===== src/rtl/tok_sem_pkg.sv =====
// Package: shared types for the two-port semaphore token unit.
// Assumes: two ports only, named A (wins ties) and B.
package tok_sem_pkg;

    // Holder of one slot.
    typedef enum logic [1:0] {
        HOLD_NONE = 2'd0,
        HOLD_A    = 2'd1,
        HOLD_B    = 2'd2
    } holder_t;

    // Write data meaning.
    localparam logic DIN_REQUEST = 1'b0;
    localparam logic DIN_RELEASE = 1'b1;

endpackage


===== src/rtl/tok_port_decode.sv =====
// Module: tok_port_decode
// Turns one port's access into one-hot request and release strobes per slot.
// Assumes: at most one access per port per cycle; no access when sel is low.
module tok_port_decode #(
    parameter int NSLOT = 8,
    localparam int IDX_W = $clog2(NSLOT)
) (
    input  logic             sel,
    input  logic             wr,
    input  logic [IDX_W-1:0] idx,
    input  logic             din,
    output logic [NSLOT-1:0] req_vec,
    output logic [NSLOT-1:0] rel_vec,
    output logic             rd_en
);
    import tok_sem_pkg::*;

    logic wr_en;

    // Qualify the write and read strobes by the port select.
    always_comb begin
        wr_en = sel & wr;
        rd_en = sel & ~wr;
    end

    // One decoder leg per slot.
    for (genvar i = 0; i < NSLOT; i++) begin : g_leg
        logic hit;
        assign hit        = wr_en & (idx == IDX_W'(i));
        assign req_vec[i] = hit & (din == DIN_REQUEST);
        assign rel_vec[i] = hit & (din == DIN_RELEASE);
    end
endmodule


===== src/rtl/tok_slot.sv =====
// Module: tok_slot
// One semaphore slot: tracks its holder and a pending request from the
// non-holding port. Port A wins a tie on a free slot.
// Assumes: request and release of one port are never both high.
module tok_slot (
    input  logic clk,
    input  logic rst_n,
    input  logic req_a,
    input  logic rel_a,
    input  logic req_b,
    input  logic rel_b,
    output logic held_a,
    output logic held_b,
    output logic wait_a,
    output logic wait_b
);
    import tok_sem_pkg::*;

    holder_t holder_q, holder_d;
    logic    wait_a_q, wait_a_d;
    logic    wait_b_q, wait_b_d;
    logic    a_wants, b_wants;

    // Does the non-holder still want the slot after this cycle's write.
    always_comb begin
        a_wants = req_a | (wait_a_q & ~rel_a);
        b_wants = req_b | (wait_b_q & ~rel_b);
    end

    // Next-state rules for holder and pending marks.
    always_comb begin
        holder_d = holder_q;
        wait_a_d = wait_a_q;
        wait_b_d = wait_b_q;
        unique case (holder_q)
            HOLD_NONE: begin
                wait_a_d = 1'b0;
                wait_b_d = 1'b0;
                if (req_a) begin
                    holder_d = HOLD_A;
                    wait_b_d = req_b;
                end else if (req_b) begin
                    holder_d = HOLD_B;
                end
            end
            HOLD_A: begin
                wait_a_d = 1'b0;
                if (rel_a) begin
                    holder_d = b_wants ? HOLD_B : HOLD_NONE;
                    wait_b_d = 1'b0;
                end else begin
                    wait_b_d = b_wants;
                end
            end
            HOLD_B: begin
                wait_b_d = 1'b0;
                if (rel_b) begin
                    holder_d = a_wants ? HOLD_A : HOLD_NONE;
                    wait_a_d = 1'b0;
                end else begin
                    wait_a_d = a_wants;
                end
            end
            default: begin
                holder_d = HOLD_NONE;
                wait_a_d = 1'b0;
                wait_b_d = 1'b0;
            end
        endcase
    end

    // Slot state registers with synchronous reset to free.
    always_ff @(posedge clk) begin
        if (!rst_n) begin
            holder_q <= HOLD_NONE;
            wait_a_q <= 1'b0;
            wait_b_q <= 1'b0;
        end else begin
            holder_q <= holder_d;
            wait_a_q <= wait_a_d;
            wait_b_q <= wait_b_d;
        end
    end

    // Expose holder and pending state.
    always_comb begin
        held_a = (holder_q == HOLD_A);
        held_b = (holder_q == HOLD_B);
        wait_a = wait_a_q;
        wait_b = wait_b_q;
    end
endmodule


===== src/rtl/tok_readback.sv =====
// Module: tok_readback
// Registered read result for one port: 0 when the port holds the read slot.
// Assumes: held_vec shows ownership before the current edge.
module tok_readback #(
    parameter int NSLOT = 8,
    localparam int IDX_W = $clog2(NSLOT)
) (
    input  logic             clk,
    input  logic             rst_n,
    input  logic             rd_en,
    input  logic [IDX_W-1:0] idx,
    input  logic [NSLOT-1:0] held_vec,
    output logic             dout
);
    logic mine;

    // Select the reading port's own ownership bit for the read slot.
    always_comb mine = held_vec[idx];

    // Capture the read result; hold it between reads.
    always_ff @(posedge clk) begin
        if (!rst_n)     dout <= 1'b1;
        else if (rd_en) dout <= ~mine;
    end
endmodule


===== src/rtl/token_semaphore_unit.sv =====
// Module: token_semaphore_unit (top)
// Eight (NSLOT) shared ownership slots for two ports. Writes request or
// release; reads report ownership one edge later.
// Assumes: both ports share clk; NSLOT is a power of two.
module token_semaphore_unit #(
    parameter int NSLOT = 8,
    localparam int IDX_W = $clog2(NSLOT)
) (
    input  logic             clk,
    input  logic             rst_n,
    input  logic             a_sel,
    input  logic             a_wr,
    input  logic [IDX_W-1:0] a_idx,
    input  logic             a_din,
    output logic             a_dout,
    input  logic             b_sel,
    input  logic             b_wr,
    input  logic [IDX_W-1:0] b_idx,
    input  logic             b_din,
    output logic             b_dout
);
    logic [NSLOT-1:0] req_a_vec, rel_a_vec, req_b_vec, rel_b_vec;
    logic [NSLOT-1:0] own_a_vec, own_b_vec, wait_a_vec, wait_b_vec;
    logic             a_rd_en, b_rd_en;

    // Port A access decode.
    tok_port_decode #(.NSLOT(NSLOT)) u_dec_a (
        .sel(a_sel), .wr(a_wr), .idx(a_idx), .din(a_din),
        .req_vec(req_a_vec), .rel_vec(rel_a_vec), .rd_en(a_rd_en)
    );

    // Port B access decode.
    tok_port_decode #(.NSLOT(NSLOT)) u_dec_b (
        .sel(b_sel), .wr(b_wr), .idx(b_idx), .din(b_din),
        .req_vec(req_b_vec), .rel_vec(rel_b_vec), .rd_en(b_rd_en)
    );

    // One slot per index.
    for (genvar i = 0; i < NSLOT; i++) begin : g_slot
        tok_slot u_slot (
            .clk(clk), .rst_n(rst_n),
            .req_a(req_a_vec[i]), .rel_a(rel_a_vec[i]),
            .req_b(req_b_vec[i]), .rel_b(rel_b_vec[i]),
            .held_a(own_a_vec[i]), .held_b(own_b_vec[i]),
            .wait_a(wait_a_vec[i]), .wait_b(wait_b_vec[i])
        );
    end

    // Port A readback.
    tok_readback #(.NSLOT(NSLOT)) u_rb_a (
        .clk(clk), .rst_n(rst_n), .rd_en(a_rd_en), .idx(a_idx),
        .held_vec(own_a_vec), .dout(a_dout)
    );

    // Port B readback.
    tok_readback #(.NSLOT(NSLOT)) u_rb_b (
        .clk(clk), .rst_n(rst_n), .rd_en(b_rd_en), .idx(b_idx),
        .held_vec(own_b_vec), .dout(b_dout)
    );
endmodule


===== config.mk =====
export PLATFORM = sky130hd
export DESIGN_NAME = token_semaphore_unit
export DESIGN_NICKNAME = d
export VERILOG_FILES = /design/src/rtl/tok_sem_pkg.sv /design/src/rtl/tok_port_decode.sv /design/src/rtl/tok_slot.sv /design/src/rtl/tok_readback.sv /design/src/rtl/token_semaphore_unit.sv
export SDC_FILE = /design/constraint.sdc
export NUM_CORES = 1
export LEC_CHECK = 0
export ABC_AREA = 1
export BUFFER_PORTS_ARGS = -buffer_cell sky130_fd_sc_hd__buf_2
export CAP_MARGIN = 20
export CORE_MARGIN = 2
export CORE_UTILIZATION = 55
export DETAILED_ROUTE_END_ITERATION = 10
export GPL_ROUTABILITY_DRIVEN = 0
export PLACE_DENSITY = 0.73
export SLEW_MARGIN = 20
export SYNTH_ARGS = -nofsm -noshare
export SYNTH_HDL_FRONTEND = slang
export SYNTH_HIERARCHICAL = 1
export SYNTH_SLANG_ARGS = --single-unit

===== constraint.sdc =====
create_clock -name clk -period 2.5 [get_ports clk]
set_input_delay 0.125 -clock clk [delete_from_list [all_inputs] [get_ports clk]]
set_output_delay 0.125 -clock clk [all_outputs]
set_load 0.02 [all_outputs]

# [Word level (Yosys, flattened, before mapping)]
# Cells that the tools add are included.
[word_totals] output_inout_bits=2 reg_bits=34 wordCells=307 in_bits=14
[op_classes] bitwise=115 n_mux=84 reduce_logical=26 order_cmp=2 n_eq_ne=54
[op_table] op="$mux W2" n=40
[op_table] op="$and A1 B1 Y1" n=68
[op_table] op="$pmux W2 S3" n=8
[op_table] op="$ne A2 B1 Y1 const B" n=16
[op_table] op="$not A1 Y1" n=31
[op_table] op="$mux W1" n=26
[op_table] op="$eq A3 B3 Y1 const B" n=8
[op_table] op="$ne A3 B1 Y1 const B" n=8
[op_table] op="$reduce_and A3 Y1" n=8
[op_table] op="$reduce_or A3 Y1" n=8
[op_table] op="$eq A2 B1 Y1 const B" n=8
[op_table] op="$eq A2 B2 Y1 const B" n=8
[op_table] op="$logic_not A2 Y1" n=8
[op_table] op="$or A1 B1 Y1" n=16
[op_table] op="$pmux W1 S2" n=8
[op_table] op="$eq A3 B2 Y1 const B" n=4
[op_table] op="$lt A3 B4 Y1 const B" n=2
[op_table] op="$bmux W1 S3" n=2
[op_table] op="$eq A3 B1 Y1 const B" n=2
[op_table] op="$logic_not A3 Y1" n=2

# [Depth between registers and ports, before layout]
[logic_depth] depth_word=9 mapped_depth=11 depth_no_buf=11

# [Modules after synthesis]
# Netlist, hierarchy kept.
[modules_own_cells] module="tok_slot" cells_per_inst=38 instances=8 area_each_um2=237.7 seq_area_each_um2=80.1
[modules_own_cells] module="tok_port_decode" cells_per_inst=39 instances=2 area_each_um2=173.9 seq_area_each_um2=0.0
[modules_own_cells] module="tok_readback" cells_per_inst=22 instances=2 area_each_um2=116.4 seq_area_each_um2=20.0

# [Worst setup path after synthesis]
# Ideal clock, no wire load.
[synth_path] kind="input-to-reg" startpoint="input a_din" endpoint="register g_slot[5].u_slot.holder_q[0]" stages=7 required_time_ps=2387 slack_ps=1392 setup_time_ps=113 t_arrival_ps=996 n_path_buf=1 cell_sequence="buf_4 > nor3_1 > nor2_1 > nand2_1 > nand3_2 > nor2_1 > nor2_1"
[synth_via] word_cells_on_any_way=13 cone_classes="eq/ne (2); mux (4); bitwise (6); reduce/logical (1)"
[synth_rtl] element="start: declaration" line_no="token_semaphore_unit.sv:14" text="input logic a_din,"
[synth_rtl] element="$not A1 Y1 (*)" line_no="tok_port_decode.sv:30" text="assign req_vec[i] = hit & (din == DIN_REQUEST);"
[synth_rtl] element="$and A1 B1 Y1 (*)" line_no="tok_port_decode.sv:30"
[synth_rtl] element="via req_a_vec[5]" line_no="token_semaphore_unit.sv:22" text="logic [NSLOT-1:0] req_a_vec, rel_a_vec, req_b_vec, rel_b_vec;"
[synth_rtl] element="$or A1 B1 Y1" line_no="tok_slot.sv:26" text="a_wants = req_a | (wait_a_q & ~rel_a);"
[synth_rtl] element="$mux W1" line_no="tok_slot.sv:58" text="holder_d = a_wants ? HOLD_A : HOLD_NONE;"
[synth_rtl] element="$mux W2" line_no="tok_slot.sv:57" text="if (rel_b) begin"
[synth_rtl] element="$pmux W2 S3" line_no="tok_slot.sv:35" text="unique case (holder_q)"
[synth_rtl] element="end signal: assignment" line_no="tok_slot.sv:79" text="holder_q <= holder_d;"
[synth_rtl] element="end: declaration" line_no="tok_slot.sv:19" text="holder_t holder_q, holder_d;"
# Mark *: on every way through the listed nets, which the timed path passes. The rest lies on a longest branch. The select of a mux whose other input is x is not followed.
# A chain may end at the register's enable or synchronous reset.

# [Worst setup path in the final report]
[layout_path] startpoint="input a_idx[0]" endpoint="register g_slot[5].u_slot.holder_q[1]"
[layout_via] elab_chain_len=5 word_cells_on_any_way=9 cone_classes="eq/ne (3); mux (2); bitwise (3); reduce/logical (1)"
[layout_rtl] element="start: declaration" line_no="token_semaphore_unit.sv:13" text="input logic [IDX_W-1:0] a_idx,"
[layout_rtl] element="$eq A3 B3 Y1 (*)" line_no="tok_port_decode.sv:29" text="assign hit = wr_en & (idx == IDX_W'(i));"
[layout_rtl] element="$and A1 B1 Y1 (*)" line_no="tok_port_decode.sv:29"
[layout_rtl] element="$and A1 B1 Y1 (*)" line_no="tok_port_decode.sv:30"
[layout_rtl] element="via req_a_vec[5]" line_no="token_semaphore_unit.sv:22"
[layout_rtl] element="$ne A3 B1 Y1 (no line) or $mux W2 (tied branches)"
[layout_rtl] element="$reduce_and A3 Y1 (no line) or $pmux W2 S3 (tied branches)"
# Mark *: on every way through the listed nets, which the timed path passes. The rest lies on a longest branch.

==> metrics.md <==
| Metric | Value |
|---|---|
| Netlist Area Pre-Place | 2480 um^2 |
| Final Hold Viols | 0 |
| GR Util All Layers | 25.0% |
| Final net count | 460 |
| IR drop worst, VDD | 0.000528 V |
| CTS Hold Bufs | 0 |
| Most common cell in the synthesized netlist | nor2_1 |
| Num rows | 24 |
| Power share of the sequential group | 31.8% |
| Post-CTS Resized | 0 |
| Top-Level Pins | 16 |
| Period utilization | 46.4% |
| Largest net degree at the start of global routing | 27 |
| Final setup viols | 0 |
| Critical path's most frequent cell | nand2_1 |
| Drt first pass iters | 5 |
| Slowest cell on crit path | nor3_1 |
| Ys Warns | 6 |
| Gr busiest metal | met2 |
| Reg clk slew, reported paths | 70 ps |
| Largest area contributor in the netlist | dfxtp_1 |
| Post-synth ARST share | 0% |
| Vias in the first global route | 2442 |
| Antenna cells | 0 |
| Leakage | 1.31 nW |
| Hold Crit Class | primary input to register |
| Final Cell Area | 2700 um^2 |
| Yosys reg bits | 34 |
| Full die area | 5070 um^2 |
| Total negative slack | 0 ps |
| Synth top cells by count | nor2_1, nand2_1, inv_1 |
| Number of synthesized flops with an enable pin | 0 |
| Clk Tree Root Cell | clkbuf_8 |
| Area after DPL | 2610 um^2 |
| Layout cells sized above 1 | 13.0% |
| CP startpoint kind | primary input |
| Post-DP HPWL | 4510 um |
| Synth Net Count | 440 |
| Vias | 2593 |
| Post-CTS Setup Repair Bufs | 0 |
| Cell family with most CP delay | simple AND/OR/NAND/NOR gates |
| Grt met1 use | 32.9% |
| Power share of the clock group | 16.0% |
| Total routed wirelength | 5860 um |
| Slew of the pin with the lowest slew margin | 555 ps |
| Sw Ratio | 47.6% |
| Port bufs | 15 |
| Area Overhead vs Synth | 8.72% |
| Fmax | 863 MHz |
| Die X | 71.2 um |
| Status | complete, no violations |
| CTS buffer count | 5 |
| Crit-path cells | buf_2 > nand2_1 > nor3_1 > nor2_1 > nand2_1 > nand3_2 > nand2_1 > nand2_1 > nor2_1 |
| DR vias/cell | 5.20 |
| WL/cell | 11.8 um |
| CTS H-tree depth | 2 |
| Net Sw Power | 0.00127 W |
| Sink Count | 34 |
| Routed Antenna Nets | 0 |
| Path type of the worst setup path | primary input to register |
| Grt met2 use | 40.9% |
| Iter 0 DRT Violations | 153 |
| Max-cap violations | 0 |
| DRC viols | 0 |
| CTS Buffer Depth | 2 |
| Most used DFF post-synth | dfxtp_1 |
| CP max FO | 9 |
| Global-route wire length before repair | 10300 um |
| Worst setup EP type | register |
| Synthesized area per cell | 5.83 um^2 |
| Hold_ws | 174 ps |
| Die Y | 71.2 um |
| Core area | 4350 um^2 |
| Final min period | 1160 ps |
| Worst path bufs/invs | 1 |
| Max Slew Vio Count | 0 |
| Post-synthesis sequential area ratio | 27.4% |
| Worst path arrival time | 1390 ps |
| WP data required | 2730 ps |
| TritonCTS clock tree | built |
| Latest clock arrival within the worst-skew pair | 290 ps |
| Top cells by area, synth | dfxtp_1, nor2_1, nand2_1, inv_1, nand3_2 |
| Initial Util | 57.0% |
| Max transition margin | 62.7% |
| Unrepaired setup endpoints after global routing | false |
| Power Internal | 0.00140 W |
| Post-synth top area share | 27.4% |
| Final Util | 62.0% |
| GR Layer Usage met3 | 4.27% |
| Power Density | 987 nW/um^2 |
| Combinational group share of total power | 52.2% |
| Synthesized netlist cell count | 426 |
| Grt total ovfl | 0 |
| Clk_skew | 3.79 ps |
| Initial antenna violation count | 0 |
| Crit-path max cell delay | 490 ps |
| Distinct cells, synth | 15 |
cell usage in the layout, fill, tap and decap left out, drive strengths merged:
cell      n
nor2    108
nand2    92
inv      80
nand3    56
dfxtp    34
nor3     20
a21oi    16
buf      15
o21a      8
o21ai     8
clkbuf    7
a21boi    2
clkinv    1
registers in the layout, indices dropped and copies added, names as in the netlist:
name	cells
g_slot.u_slot/wait_b	8
g_slot.u_slot/holder_q	16
u_rb_a/dout	1
u_rb_b/dout	1
g_slot.u_slot/wait_a	8
worst paths after layout:
| kind | from | endpoint | slack (ps) | depth (start not counted) |
|---|---|---|---|---|
| worst max register to register | g_slot[1].u_slot/holder_q[1]$_SDFFE_PN0P_ | u_rb_b/dout$_SDFFE_PN1P_ | 1360 | 7 |
| worst max-delay path | a_idx[0] | g_slot[5].u_slot/holder_q[1]$_SDFFE_PN0P_ | 1340 | 9 |
| worst min register to register | u_rb_a/dout$_SDFFE_PN1P_ | u_rb_a/dout$_SDFFE_PN1P_ | 460 | 2 |
| worst min-delay path | b_wr | u_rb_b/dout$_SDFFE_PN1P_ | 170 | 4 |
tightest hold or removal path, cell delays in order:
cell and delay [ps]:
buf_2 110, nor2_1 60, nand3_1 70, nand2_1 50
logic make-up after synthesis:
kind of cell,after synthesis,share of synthesized area (%)
buffers and inverters,82,12.7
AND/OR/NAND/NOR,276,52.0
flip-flops,34,27.4
AO/OA/AOI/OAI,34,7.86
metal layers:
| metal | vias to the layer above | part of all wire (%) |
|---|---|---|
| met3 | 13 | 4.6 |
| met4 | 0 | 1.7 |
| met2 | 71 | 45 |
| li1 | 1348 | - |
| met1 | 1161 | 49 |
| met5 | - | 0 |
area by class of cell:
class,count,area (um^2)
fillers,442,1660
multi-input cells,310,1490
flip-flops and latches,34,681
inverters,80,300
clock buffers,7,86.3
repair buffers,15,75.1
well taps,52,65.1
clock inverters,1,5.00
power by group through the flow:
stage | Combinational (W) | Sequential, W | Clock (W)
after CTS | 0.00138 | 0.000843 | 0.000440
after global placement | 0.00135 | 0.000852 | 0
final | 0.00139 | 0.000848 | 0.000425
after floorplan | 0.00114 | 0.000818 | 0
after detailed placement | 0.00137 | 0.000855 | 0
after global routing | 0.00162 | 0.000873 | 0.000459
through the flow:
| stage | total power [W] | setup slack, ps | instances |
|---|---|---|---|
| final | 0.00266 | 1340 | 499 |
| after global routing | 0.00295 | 1150 | 499 |
| after CTS | 0.00266 | 1350 | 499 |
| after detailed placement | 0.00223 | 1050 | 491 |
| after global placement | 0.00220 | 1100 | 491 |
| after floorplan | 0.00196 | 1390 | 426 |
(Power assumes the default switching activity.)
